$ cat src/rtl/flagcond_pkg.sv
package flagcond_pkg;

    localparam int FLAG_W = 4;
    localparam int FLAG_S  = 3;
    localparam int FLAG_Z  = 2;
    localparam int FLAG_LV = 1;
    localparam int FLAG_C  = 0;

    typedef enum logic [1:0] {
        FMT_GENERAL  = 2'b00,
        FMT_SHORT    = 2'b01,
        FMT_EXTENDED = 2'b10,
        FMT_RESERVED = 2'b11
    } cond_fmt_e;

    typedef struct packed {
        logic s;
        logic z;
        logic lv;
        logic c;
    } flags_t;

endpackage

$ cat src/rtl/flag_merge.sv
module flag_merge #(
    parameter int W = 4
) (
    input  logic         en,
    input  logic [W-1:0] cur,
    input  logic [W-1:0] mask,
    input  logic [W-1:0] value,
    input  logic [W-1:0] force_clr,
    input  logic [W-1:0] force_set,
    output logic [W-1:0] nxt
);
    always_comb begin
        for (int i = 0; i < W; i++) begin
            if (!en)              nxt[i] = cur[i];
            else if (force_set[i]) nxt[i] = 1'b1;
            else if (force_clr[i]) nxt[i] = 1'b0;
            else if (mask[i])      nxt[i] = value[i];
            else                   nxt[i] = cur[i];
        end
    end
endmodule

$ cat src/rtl/flag_bank_store.sv
module flag_bank_store #(
    parameter int W      = 4,
    parameter int NBANKS = 2
) (
    input  logic         clk,
    input  logic         rst,
    input  logic         upd_valid,
    input  logic         upd_alt,
    input  logic [W-1:0] upd_mask,
    input  logic [W-1:0] upd_value,
    input  logic [W-1:0] upd_force_clr,
    input  logic [W-1:0] upd_force_set,
    input  logic         swap,
    output logic [W-1:0] pri_flags,
    output logic [W-1:0] alt_flags
);
    localparam int IDX_PRI = 0;
    localparam int IDX_ALT = NBANKS - 1;

    typedef struct packed {
        logic [W-1:0] pri;
        logic [W-1:0] alt;
    } bank_state_t;

    bank_state_t st_d, st_q;
    logic [W-1:0] cur_b [NBANKS];
    logic [W-1:0] mrg_b [NBANKS];
    logic         en_b  [NBANKS];

    assign cur_b[IDX_PRI] = st_q.pri;
    assign cur_b[IDX_ALT] = st_q.alt;

    for (genvar b = 0; b < NBANKS; b++) begin : g_bank
        assign en_b[b] = upd_valid && (upd_alt == (b == IDX_ALT));
        flag_merge #(.W(W)) i_merge (
            .en        (en_b[b]),
            .cur       (cur_b[b]),
            .mask      (upd_mask),
            .value     (upd_value),
            .force_clr (upd_force_clr),
            .force_set (upd_force_set),
            .nxt       (mrg_b[b])
        );
    end

    always_comb begin
        st_d = st_q;
        if (rst) begin
            st_d = '0;
        end else if (swap) begin
            st_d.pri = mrg_b[IDX_ALT];
            st_d.alt = mrg_b[IDX_PRI];
        end else begin
            st_d.pri = mrg_b[IDX_PRI];
            st_d.alt = mrg_b[IDX_ALT];
        end
    end

    always_ff @(posedge clk) begin
        st_q <= st_d;
    end

    assign pri_flags = st_q.pri;
    assign alt_flags = st_q.alt;

    a_r1_reset_clears: assert property (@(posedge clk)
        rst |=> (pri_flags == '0 && alt_flags == '0));

    a_r5_idle_holds: assert property (@(posedge clk) disable iff (rst)
        (!upd_valid && !swap) |=> (pri_flags == $past(pri_flags) && alt_flags == $past(alt_flags)));

    a_r6_swap_exchanges: assert property (@(posedge clk) disable iff (rst)
        (swap && !upd_valid) |=> (pri_flags == $past(alt_flags) && alt_flags == $past(pri_flags)));

    a_r3_alt_spares_primary: assert property (@(posedge clk) disable iff (rst)
        (upd_valid && upd_alt && !swap) |=> (pri_flags == $past(pri_flags)));

    a_r3_pri_spares_alternate: assert property (@(posedge clk) disable iff (rst)
        (upd_valid && !upd_alt && !swap) |=> (alt_flags == $past(alt_flags)));
endmodule

$ cat src/rtl/cond_eval.sv
module cond_eval
    import flagcond_pkg::*;
(
    input  logic              clk,
    input  logic              rst,
    input  logic [FLAG_W-1:0] flags,
    input  logic [1:0]        fmt,
    input  logic [2:0]        sel,
    output logic              cond_true
);
    flags_t f;
    logic   gen_r, shr_r, ext_r;
    logic   signed_lt;

    assign f         = flags_t'(flags);
    assign signed_lt = f.s ^ f.lv;

    always_comb begin
        case (sel)
            3'b000:  gen_r = !f.z;
            3'b001:  gen_r = f.z;
            3'b010:  gen_r = !f.c;
            3'b011:  gen_r = f.c;
            3'b100:  gen_r = !f.lv;
            3'b101:  gen_r = f.lv;
            3'b110:  gen_r = !f.s;
            default: gen_r = f.s;
        endcase
    end

    always_comb begin
        unique case (sel[1:0])
            2'b00:   shr_r = (f.z == 1'b0);
            2'b01:   shr_r = (f.z == 1'b1);
            2'b10:   shr_r = (f.c == 1'b0);
            default: shr_r = (f.c == 1'b1);
        endcase
    end

    always_comb begin
        unique case (sel[1:0])
            2'b00:   ext_r = !(f.z || signed_lt);
            2'b01:   ext_r = !f.c && !f.z;
            2'b10:   ext_r = signed_lt;
            default: ext_r = f.lv;
        endcase
    end

    always_comb begin
        case (cond_fmt_e'(fmt))
            FMT_GENERAL:  cond_true = gen_r;
            FMT_SHORT:    cond_true = shr_r;
            FMT_EXTENDED: cond_true = ext_r;
            default:      cond_true = 1'b0;
        endcase
    end

    a_r9_short_matches_general: assert property (@(posedge clk) disable iff (rst)
        (fmt == FMT_SHORT && !sel[2]) |-> (cond_true == gen_r));

    a_r11_reserved_false: assert property (@(posedge clk) disable iff (rst)
        (fmt == FMT_RESERVED) |-> !cond_true);

    a_r10_gt_excludes_zero: assert property (@(posedge clk) disable iff (rst)
        (fmt == FMT_EXTENDED && sel[1:0] == 2'b00 && cond_true) |-> !flags[FLAG_Z]);

    a_r10_gtu_excludes_carry: assert property (@(posedge clk) disable iff (rst)
        (fmt == FMT_EXTENDED && sel[1:0] == 2'b01 && cond_true) |-> !flags[FLAG_C]);
endmodule

$ cat src/rtl/flag_cond_unit.sv
module flag_cond_unit
    import flagcond_pkg::*;
(
    input  logic              clk,
    input  logic              rst,
    input  logic              upd_valid,
    input  logic              upd_alt,
    input  logic [FLAG_W-1:0] upd_mask,
    input  logic [FLAG_W-1:0] upd_value,
    input  logic [FLAG_W-1:0] upd_force_clr,
    input  logic [FLAG_W-1:0] upd_force_set,
    input  logic              swap,
    input  logic [1:0]        cond_fmt,
    input  logic [2:0]        cond_sel,
    output logic              cond_true,
    output logic [FLAG_W-1:0] flags_pri,
    output logic [FLAG_W-1:0] flags_alt
);
    localparam int NBANKS = 2;

    logic [FLAG_W-1:0] pri_w, alt_w;

    flag_bank_store #(.W(FLAG_W), .NBANKS(NBANKS)) i_store (
        .clk           (clk),
        .rst           (rst),
        .upd_valid     (upd_valid),
        .upd_alt       (upd_alt),
        .upd_mask      (upd_mask),
        .upd_value     (upd_value),
        .upd_force_clr (upd_force_clr),
        .upd_force_set (upd_force_set),
        .swap          (swap),
        .pri_flags     (pri_w),
        .alt_flags     (alt_w)
    );

    cond_eval i_eval (
        .clk       (clk),
        .rst       (rst),
        .flags     (pri_w),
        .fmt       (cond_fmt),
        .sel       (cond_sel),
        .cond_true (cond_true)
    );

    assign flags_pri = pri_w;
    assign flags_alt = alt_w;
endmodule

$ cat config.mk
export PLATFORM = sky130hd
export DESIGN_NAME = flag_cond_unit
export DESIGN_NICKNAME = d
export VERILOG_FILES = /design/src/rtl/flagcond_pkg.sv /design/src/rtl/flag_merge.sv /design/src/rtl/flag_bank_store.sv /design/src/rtl/cond_eval.sv /design/src/rtl/flag_cond_unit.sv
export SDC_FILE = /design/constraint.sdc
export NUM_CORES = 1
export LEC_CHECK = 0
export ABC_AREA = 1
export BUFFER_PORTS_ARGS = -buffer_cell sky130_fd_sc_hd__buf_2
export CAP_MARGIN = 20
export CORE_ASPECT_RATIO = 1.1
export CORE_MARGIN = 2
export CORE_UTILIZATION = 30
export CTS_BUF_LIST = sky130_fd_sc_hd__clkbuf_2 sky130_fd_sc_hd__clkbuf_4 sky130_fd_sc_hd__clkbuf_8
export CTS_CLUSTER_DIAMETER = 30
export DETAILED_ROUTE_END_ITERATION = 10
export GPL_TIMING_DRIVEN = 0
export MAX_ROUTING_LAYER = met4
export SLEW_MARGIN = 20
export SYNTH_ARGS = -nofsm -noshare
export SYNTH_HDL_FRONTEND = slang
export SYNTH_SLANG_ARGS = --single-unit
$ cat constraint.sdc
create_clock -name clk -period 0.8 [get_ports clk]
set_input_delay 0.04 -clock clk [delete_from_list [all_inputs] [get_ports clk]]
set_output_delay 0.04 -clock clk [all_outputs]
set_load 0.05 [all_outputs]
Yosys cells after proc, flatten, opt, wreduce, memory -nomap -nowiden
Cells that the tools add are included.

Register bits after elaboration: 8. Bits in latches: 0. Bits in writable memories: 0. Memory bits (read-only): 0. Input port bits: 26. Word-level logic and storage cells: 65. Memories kept: 0.

Add/sub/neg operators: 0. Multiply operators: 0. Div/mod/pow operators: 0. Order comparisons: 0. Eq/ne operators: 10. Shifts and indexed selects: 0. Multiplexer cells: 37. Bitwise operators: 4. Reductions and logical operators: 12.

Operators by type and width (count): two-way mux 1 bit (32); equality test 3 bit, second input constant (3); case mux 1 bit (3 select lines) (3); two-way mux 8 bit (1); case mux 1 bit (7 select lines) (1); equality test 3 x 2 -> 1 bit, second input constant (2); zero test 1 bit (5); equality test 2 x 1 -> 1 bit, second input constant (2); equality test 2 bit, second input constant (2); zero test 2 bit (2); equality test 3 x 1 -> 1 bit, second input constant (1); logical AND 1 bit (3); zero test 3 bit (1); NOT 1 bit (3); logical OR 1 bit (1); bitwise XOR 1 bit (1).

Logic depth before layout (Yosys ltp)
Gate-level depths: netlist of the first run.

Depth after elaboration: 5. Gate-level depth with buffers: 9. Gate-level depth less buffers: 9.

By module
From an unflattened synthesis of the first run, not the netlist that was laid out.

Cells, all modules: 176. Area total of the unflattened synthesis: 840.8 um2.

By module, submodules not included: flag_bank_store (times used 1, cells each 55, area each 362.8 um2, sequential area each 160.2 um2); flag_merge (times used 2, cells each 45, area each 173.9 um2, sequential area each 0.0 um2); cond_eval (times used 1, cells each 31, area each 130.1 um2, sequential area each 0.0 um2).

Worst setup path before layout of the first run
No wires, ideal clock.

Path type: reg-to-output. Start: register i_store.st_q, in the netlist i_store.pri_flags[1]. End: output cond_true. Arrival: 1.444 ns. Required time: 0.760 ns. Path slack: -0.684 ns. Cell stages (with the launch flop): 9. Path buffers: 0. Cells stage by stage: dfxtp_1 > nor2_1 > nor2_1 > nand2_1 > nand2_1 > nand2_1 > nand2_1 > nand2_1 > nand2_1.

Word-level cells in the longest chain between the ends: 5. Elaborated cells between the ends (all ways): 7. Classes of those cells: 3 x mux; 1 x bitwise; 3 x reduce/logical.

Ends and longest elaborated chain: start, declared (line flag_bank_store.sv:25) `bank_state_t st_d, st_q;`; start signal, assigned (line flag_bank_store.sv:60) `st_q <= st_d;`; bitwise XOR 1 bit (line cond_eval.sv:16) `assign signed_lt = f.s ^ f.lv;`; logical OR 1 bit (line cond_eval.sv:42) `2'b00: ext_r = !(f.z || signed_lt);`; zero test 1 bit (line cond_eval.sv:42); case mux 1 bit (3 select lines) (line cond_eval.sv:41) `unique case (sel[1:0])`; case mux 1 bit (3 select lines) * (line cond_eval.sv:50) `case (cond_fmt_e'(fmt))`; end, declared (line flag_cond_unit.sv:15) `output logic cond_true,`.

Mark *: on every way between the ends. The rest lies on a longest branch, timed or not.

Worst setup path in the final report of the first run
Ends and elaborated chain as after synthesis.

==> results of run 1 <==
-- stage by stage --
step,cell area (um2),hold WS (ns),power [mW],util
2_1_floorplan,650.6,0.1842,0.8092,-
3_3_place_gp,854.6,0.3991,0.9525,0.4640
3_5_place_dp,854.6,0.4015,0.9581,0.4640
4_1_cts,948.4,0.1333,1.342,0.5149
5_1_grt,1007,0.1489,1.464,0.5469
6_report,1007,0.1234,1.380,0.5469
-- worst max-delay path: cells and delay by family (launching register included) --
| kind | cells | cell delay, ns |
|---|---|---|
| buffers and inverters | 1 | 0.13 |
| DFF | 1 | 0.40 |
| and+or+nand+nor | 8 | 0.46 |
-- worst paths after layout --
path | cells after the start | endpoint | start | slack, ns
worst max-delay path | 9 | cond_true | i_store.pri_flags[1] | -0.50
worst min-delay path | 4 | i_store.pri_flags[2] | rst | 0.12
worst max register to register | 5 | i_store.pri_flags[2] | i_store.pri_flags[2] | -0.07
worst min register to register | 4 | i_store.pri_flags[3] | i_store.alt_flags[3] | 0.61
-- routing by layer --
metal | GRT usage | share of wire | routed length [um]
met1 | 0.1868 | 0.44 | 730
met2 | 0.2662 | 0.51 | 845
met3 | 0.02120 | 0.047 | 78
met4 | 0.05556 | 0.0090 | 15
met5 | - | 0 | 0
-- cell families (layout without fill, tap and decap cells) --
kind of cell / after synthesis / after routing / share of synthesized area
buffers and inverters: 12 / 51 / 0.07501
AND/OR/NAND/NOR: 69 / 69 / 0.4562
flip-flops: 8 / 8 / 0.2667
AO/OA/AOI/OAI: 21 / 21 / 0.2021
-- what timing repair did --
action,in CTS,in global routing
setup endpoints to repair,10,14
pin swaps,0,12
endpoints found under the hold margin,0,0
setup buffers,1,1
resized for setup,21,15
-- cell type report --
type | instances | area share
multi-input combinational | 90 | 0.4447
timing repair buffer | 36 | 0.2658
sequential | 8 | 0.1888
inverter | 12 | 0.04472
tap | 27 | 0.03354
clock buffer | 3 | 0.02236
-- flip-flops by register name, summed over array words and instances, names as in the netlist --
| register | count |
|---|---|
| i_store.alt_flags | 4 |
| i_store.pri_flags | 4 |
-- layout by cell type, fill, tap and decap left out --
cell type,n
nand2_1,33
buf_2,25
nor2_1,22
o21ai_1,10
inv_1,8
dfxtp_4,8
buf_8,7
nand2_2,6
o21ai_2,6
inv_2,4
o21bai_1,4
nand3_1,3
clkbuf_4,3
nor2_2,2
buf_6,2
buf_4,2
nor2_4,1
o21bai_2,1
nand3_2,1
nand2_4,1
-- power groups by stage --
stage               clock network, mW  registers [mW]  logic (mW)
floorplan                           0           0.575       0.234
global placement                    0           0.464       0.488
detailed placement                  0           0.465       0.493
CTS                             0.318           0.462       0.561
global route                    0.332           0.476       0.656
finish                          0.311           0.470       0.599
==> summary.md, run 1 <==
| Metric | Value |
|---|---|
| Total gr overflow | `0` |
| All-Layer GR Usage | `0.1576` |
| Crit Path Category | `flop to primary output` |
| Skew final | `between 0.00004 and 0.00005 ns` |
| Most frequent cell after synthesis | `nand2_1` |
| Seq cells post-synth | `8` |
| Sequential cell area | `190.2 um2` |
| Hold Crit Class | `input pin to flop` |
| CTS tree | `done` |
| Total Routed Length | `about 1700 um` |
| Std-Cell Rows | `16` |
| Switching pwr | `529.4 uW` |
| Synth unique cells | `11` |
| Area share of the largest cell type after synthesis | `0.2667` |
| DRC | `0` |
| RD Place Congestion | `0.7850` |
| Area grow syn2layout | `67.71%` |
| Via-to-Cell Ratio | `4.648` |
| Clock transition at path regs | `0.06 ns` |
| Most frequent CP cell | `nand2_1` |
| Post-Syn Area per Cell | `about 5.5 um2` |
| P_leak | `0.5330 nW` |
| PwrDens | `1370 mW/mm2` |
| Clock Tree Buf Depth | `2` |
| I/O pins | `35` |
| Antenna cell count | `0` |
| Hold Fails Final Rpt | `0` |
| CP endpoint kind | `primary output` |
| CTS sink cnt | `8` |
| Flop pwr share | `0.341` |
| Max cap viols | `0` |
| Cts hold-fix bufs | `0` |
| Primary FF master, synth | `dfxtp_1` |
| Core area | `0.001842 mm2` |
| Minimum clock period | `1.296 ns` |
| Initial DRC Count | `10` |
| H-tree depth | `1` |
| Synth Warn # | `0` |
| Initial Utilization | `0.3261` |
| DR WL/cell | `9.483 um` |
| Detailed-placement wirelength estimate | `~1300 um` |
| Vias in the first global route | `719` |
| CP Data Required Time | `0.76 ns` |
| Synthesized net count | `136` |
| CP max-delay cell | `dfxtp_4` |
| Worst setup margin | `-0.4957 ns` |
| Root Buffer Master | `clkbuf_4` |
| Worst-path fanout max | `6` |
| Startpoint types | `flop` |
| Post-synth EDFFs | `0` |
| Synth top cells by count | `nand2_1, nor2_1, o21ai_1` |
| Die Height | `between 50 and 60 um` |
| Clock network power share | `0.225` |
| CP Data Arrival Time | `1.26 ns` |
| Via count | `818` |
| Router iterations before antenna repair | `4` |
| Critical path's largest stage delay | `0.40 ns` |
| Maximum vdd drop | `approximately 890 uV` |
| Slew Limit Fails | `0` |
| Period utilisation layout | `1.620` |
| Largest cells by area after synthesis | `dfxtp_1, nand2_1, nor2_1` |
| Failing checks | `negative setup slack` |
| Placed Cells | `~170` |
| Final Net Count | `177` |
| Cell internal pwr | `about 850 uW` |
| Syn Inst Count | `110` |
| Area of the multi-input gates | `447.9 um2` |
| CP Cell Sequence | `nor2_4 > nor2_2 > nand2_1 > nand2_1 > nand2_1 > nand2_1 > nand2_2 > nand2_4 > buf_8` |
| Die ar. | `0.002376 mm2` |
| Largest net degree at the start of global routing | `10` |
| Width of the die | `46.66 um` |
| Place WS | `-0.3391 ns` |
| ANT nets after route | `0` |
| Worst slew pin tran | `~0.25 ns` |
| Filler instances | `186` |
| Rel. slew slack | `0.8332` |
| Post-route insts no fill | `about 180` |
| Buffers on Ports | `34` |
| CTS Buf Count | `3` |
| Later-pin clock latency in the skew report | `0.25 ns` |
| Switching part of the total | `0.3837` |
| Logic gate share of total power | `0.434` |
| Setup_tns | `-0.9227 ns` |
| Final setup fails | `6` |
| Run status | `complete, but fails checks` |
| First-pass GRT wire length | `between 2000 and 3000 um` |
| Synth area leader | `dfxtp_1` |
| Fmax | `771.8 MHz` |
| RSZ-0062 raised after global routing | `true` |
| Syn Std Cell Area | `600.6 um2` |
| Initial antenna violation count | `0` |
| Layout cells sized above 1 | `0.4631` |
| Post-synthesis sequential area ratio | `0.2667` |
| Ys async rst share | `0` |
Note: power is estimated with default switching activity, not from simulation.
==> run 2: changes to the inputs <==
- PLACE_DENSITY_LB_ADDON: default -> 0.05
==> run 2 against run 1 <==
Net effect:
- the run still ends with negative setup slack left
- flip-flop and latch count unchanged
- die area unchanged
- fmax is 0.13% higher
- critical path depth is the same
- worst setup slack better by 0.0017 ns
- register-to-register slack got worse by 0.03 ns
- final cell count is 1.1% higher
- largest power group unchanged
- design area is 2.4% higher
- hold slack gained 0.026 ns
- wire length grew 5.5%
- non-clock buffer count rose by 2
- count of clock-buffer cells in the layout is the same
==> summary.md, run 2 (same netlist as run 1, synthesis figures left out) <==
| Metric | Value |
|---|---|
| Clock network power share | `0.222` |
| Crit Path Category | `flop to primary output` |
| RSZ-0062 raised after global routing | `true` |
| Via count | `806` |
| Clock transition at path regs | `0.06 ns` |
| Switching pwr | `537.2 uW` |
| Initial antenna violation count | `0` |
| DRC | `0` |
| Worst hold margin | `roughly 0.15 ns` |
| Layout cells sized above 1 | `0.4570` |
| CTS sink cnt | `8` |
| Minimum clock period | `1.294 ns` |
| Area grow syn2layout | `71.67%` |
| Flop pwr share | `0.332` |
| CP Data Required Time | `~0.76 ns` |
| Failing checks | `negative setup slack` |
| Largest net degree at the start of global routing | `10` |
| Startpoint types | `flop` |
| Router iterations before antenna repair | `4` |
| Final Net Count | `179` |
| Worst R2R Start | `i_store.pri_flags[3]` |
| Skew final | `0.0001154 ns` |
| Root Buffer Master | `clkbuf_4` |
| ANT nets after route | `0` |
| Max cap viols | `0` |
| DR WL/cell | `9.893 um` |
| Die ar. | `0.002376 mm2` |
| Later-pin clock latency in the skew report | `0.25 ns` |
| CTS Buf Count | `3` |
| Slew Limit Fails | `0` |
| Maximum vdd drop | `925.9 uV` |
| Worst setup margin | `-0.4940 ns` |
| Period utilisation layout | `1.618` |
| CP endpoint kind | `primary output` |
| Total Routed Length | `1761 um` |
| RD Place Congestion | `0.8025` |
| CP startpoint | `i_store.pri_flags[3]` |
| Total gr overflow | `0` |
| Initial DRC Count | `14` |
| Worst-path fanout max | `6` |
| All-Layer GR Usage | `0.1806` |
| Final setup fails | `11` |
| Switching part of the total | `0.3819` |
| Antenna cell count | `0` |
| H-tree depth | `1` |
| Placed cell area | `854.6 um2` |
| Initial Utilization | `0.3261` |
| Rel. slew slack | `0.8281` |
| Core area | `0.001842 mm2` |
| Clock Tree Buf Depth | `2` |
| Hold Crit Class | `input pin to flop` |
| Std-Cell Rows | `16` |
| Worst slew pin tran | `~0.26 ns` |
| CTS tree | `done` |
| Die Height | `50.93 um` |
| Fmax | `just under 800 MHz` |
| Worst hold path startpoint | `swap` |
| Most common cell after layout, fill and taps aside | `nand2_1` |
| First-pass GRT wire length | `3056 um` |
| Vias in the first global route | `752` |
| Cell internal pwr | `869.4 uW` |
| Most frequent cells in the layout | `nand2_1, buf_2, nor2_1` |
| PwrDens | `1364 mW/mm2` |
| Place WS | `-0.3565 ns` |
| Width of the die | `46.66 um` |
| Hold Fails Final Rpt | `0` |
| Via-to-Cell Ratio | `4.528` |
| I/O pins | `35` |
| Cts hold-fix bufs | `0` |
| Detailed-placement wirelength estimate | `around 1400 um` |
| Run status | `complete, but fails checks` |
| P_leak | `0.5469 nW` |
| Logic gate share of total power | `0.446` |
| Buffers on Ports | `34` |
| CP Data Arrival Time | `1.25 ns` |
| Final non-filler cell area | `0.001031 mm2` |
## run 2: path summary, 6_finish.rpt
check             cells after the start                    to  slack, ns
setup / recovery                      9             cond_true      -0.49
hold / removal                        3  i_store.pri_flags[2]       0.15
setup reg to reg                      5  i_store.pri_flags[3]      -0.10
hold reg to reg                       4  i_store.alt_flags[3]       0.64
## run 2: layer usage
metal / vias to the layer above / global-route usage / share of wire
met3: 4 / 0.07774 / 0.050
met5: - / - / 0
met1: 351 / 0.2277 / 0.49
met2: 22 / 0.2755 / 0.45
met4: 0 / 0.02315 / 0.013
li1: 429 / - / -
## run 2: cell type report
type / count / area [um2]
tap: 27 / 33.78
sequential: 8 / 190.2
clock buffer: 3 / 22.52
fill: 187 / 810.8
timing repair buffer: 38 / 297.8
multi-input combinational: 90 / 439.2
inverter: 12 / 47.55
## run 2: timing repair
item,in CTS,in global routing
pin swaps,0,14
setup buffers,1,3
setup endpoints to repair,9,17
gates resized for setup,23,15
## run 2: power groups by stage
stage	Clock [mW]	Sequential [mW]	Combinational, mW
floorplan	0	0.575	0.234
global placement	0	0.465	0.491
detailed placement	0	0.466	0.495
CTS	0.330	0.465	0.571
global route	0.364	0.470	0.693
finish	0.313	0.467	0.627
## run 2: stage by stage
stage	util	std cells	total power [mW]	TNS, ns
3_3_place_gp	0.4640	171	0.9562	-0.3649
4_1_cts	0.5211	175	1.366	-0.8692
3_5_place_dp	0.4640	171	0.9605	-0.3585
6_report	0.5598	178	1.407	-1.140
5_1_grt	0.5598	178	1.527	-1.985
2_1_floorplan	-	110	0.8092	-0.2901
## run 2: critical path, stage by stage, from the launching register on
cell and delay [ns]:
dfxtp_4 0.38, nand2_2 0.06, nand2_1 0.05, nand3_1 0.06, nand2_1 0.07, nand2_1 0.06
nand2_2 0.07, nand2_2 0.06, nand2_4 0.06, buf_8 0.13
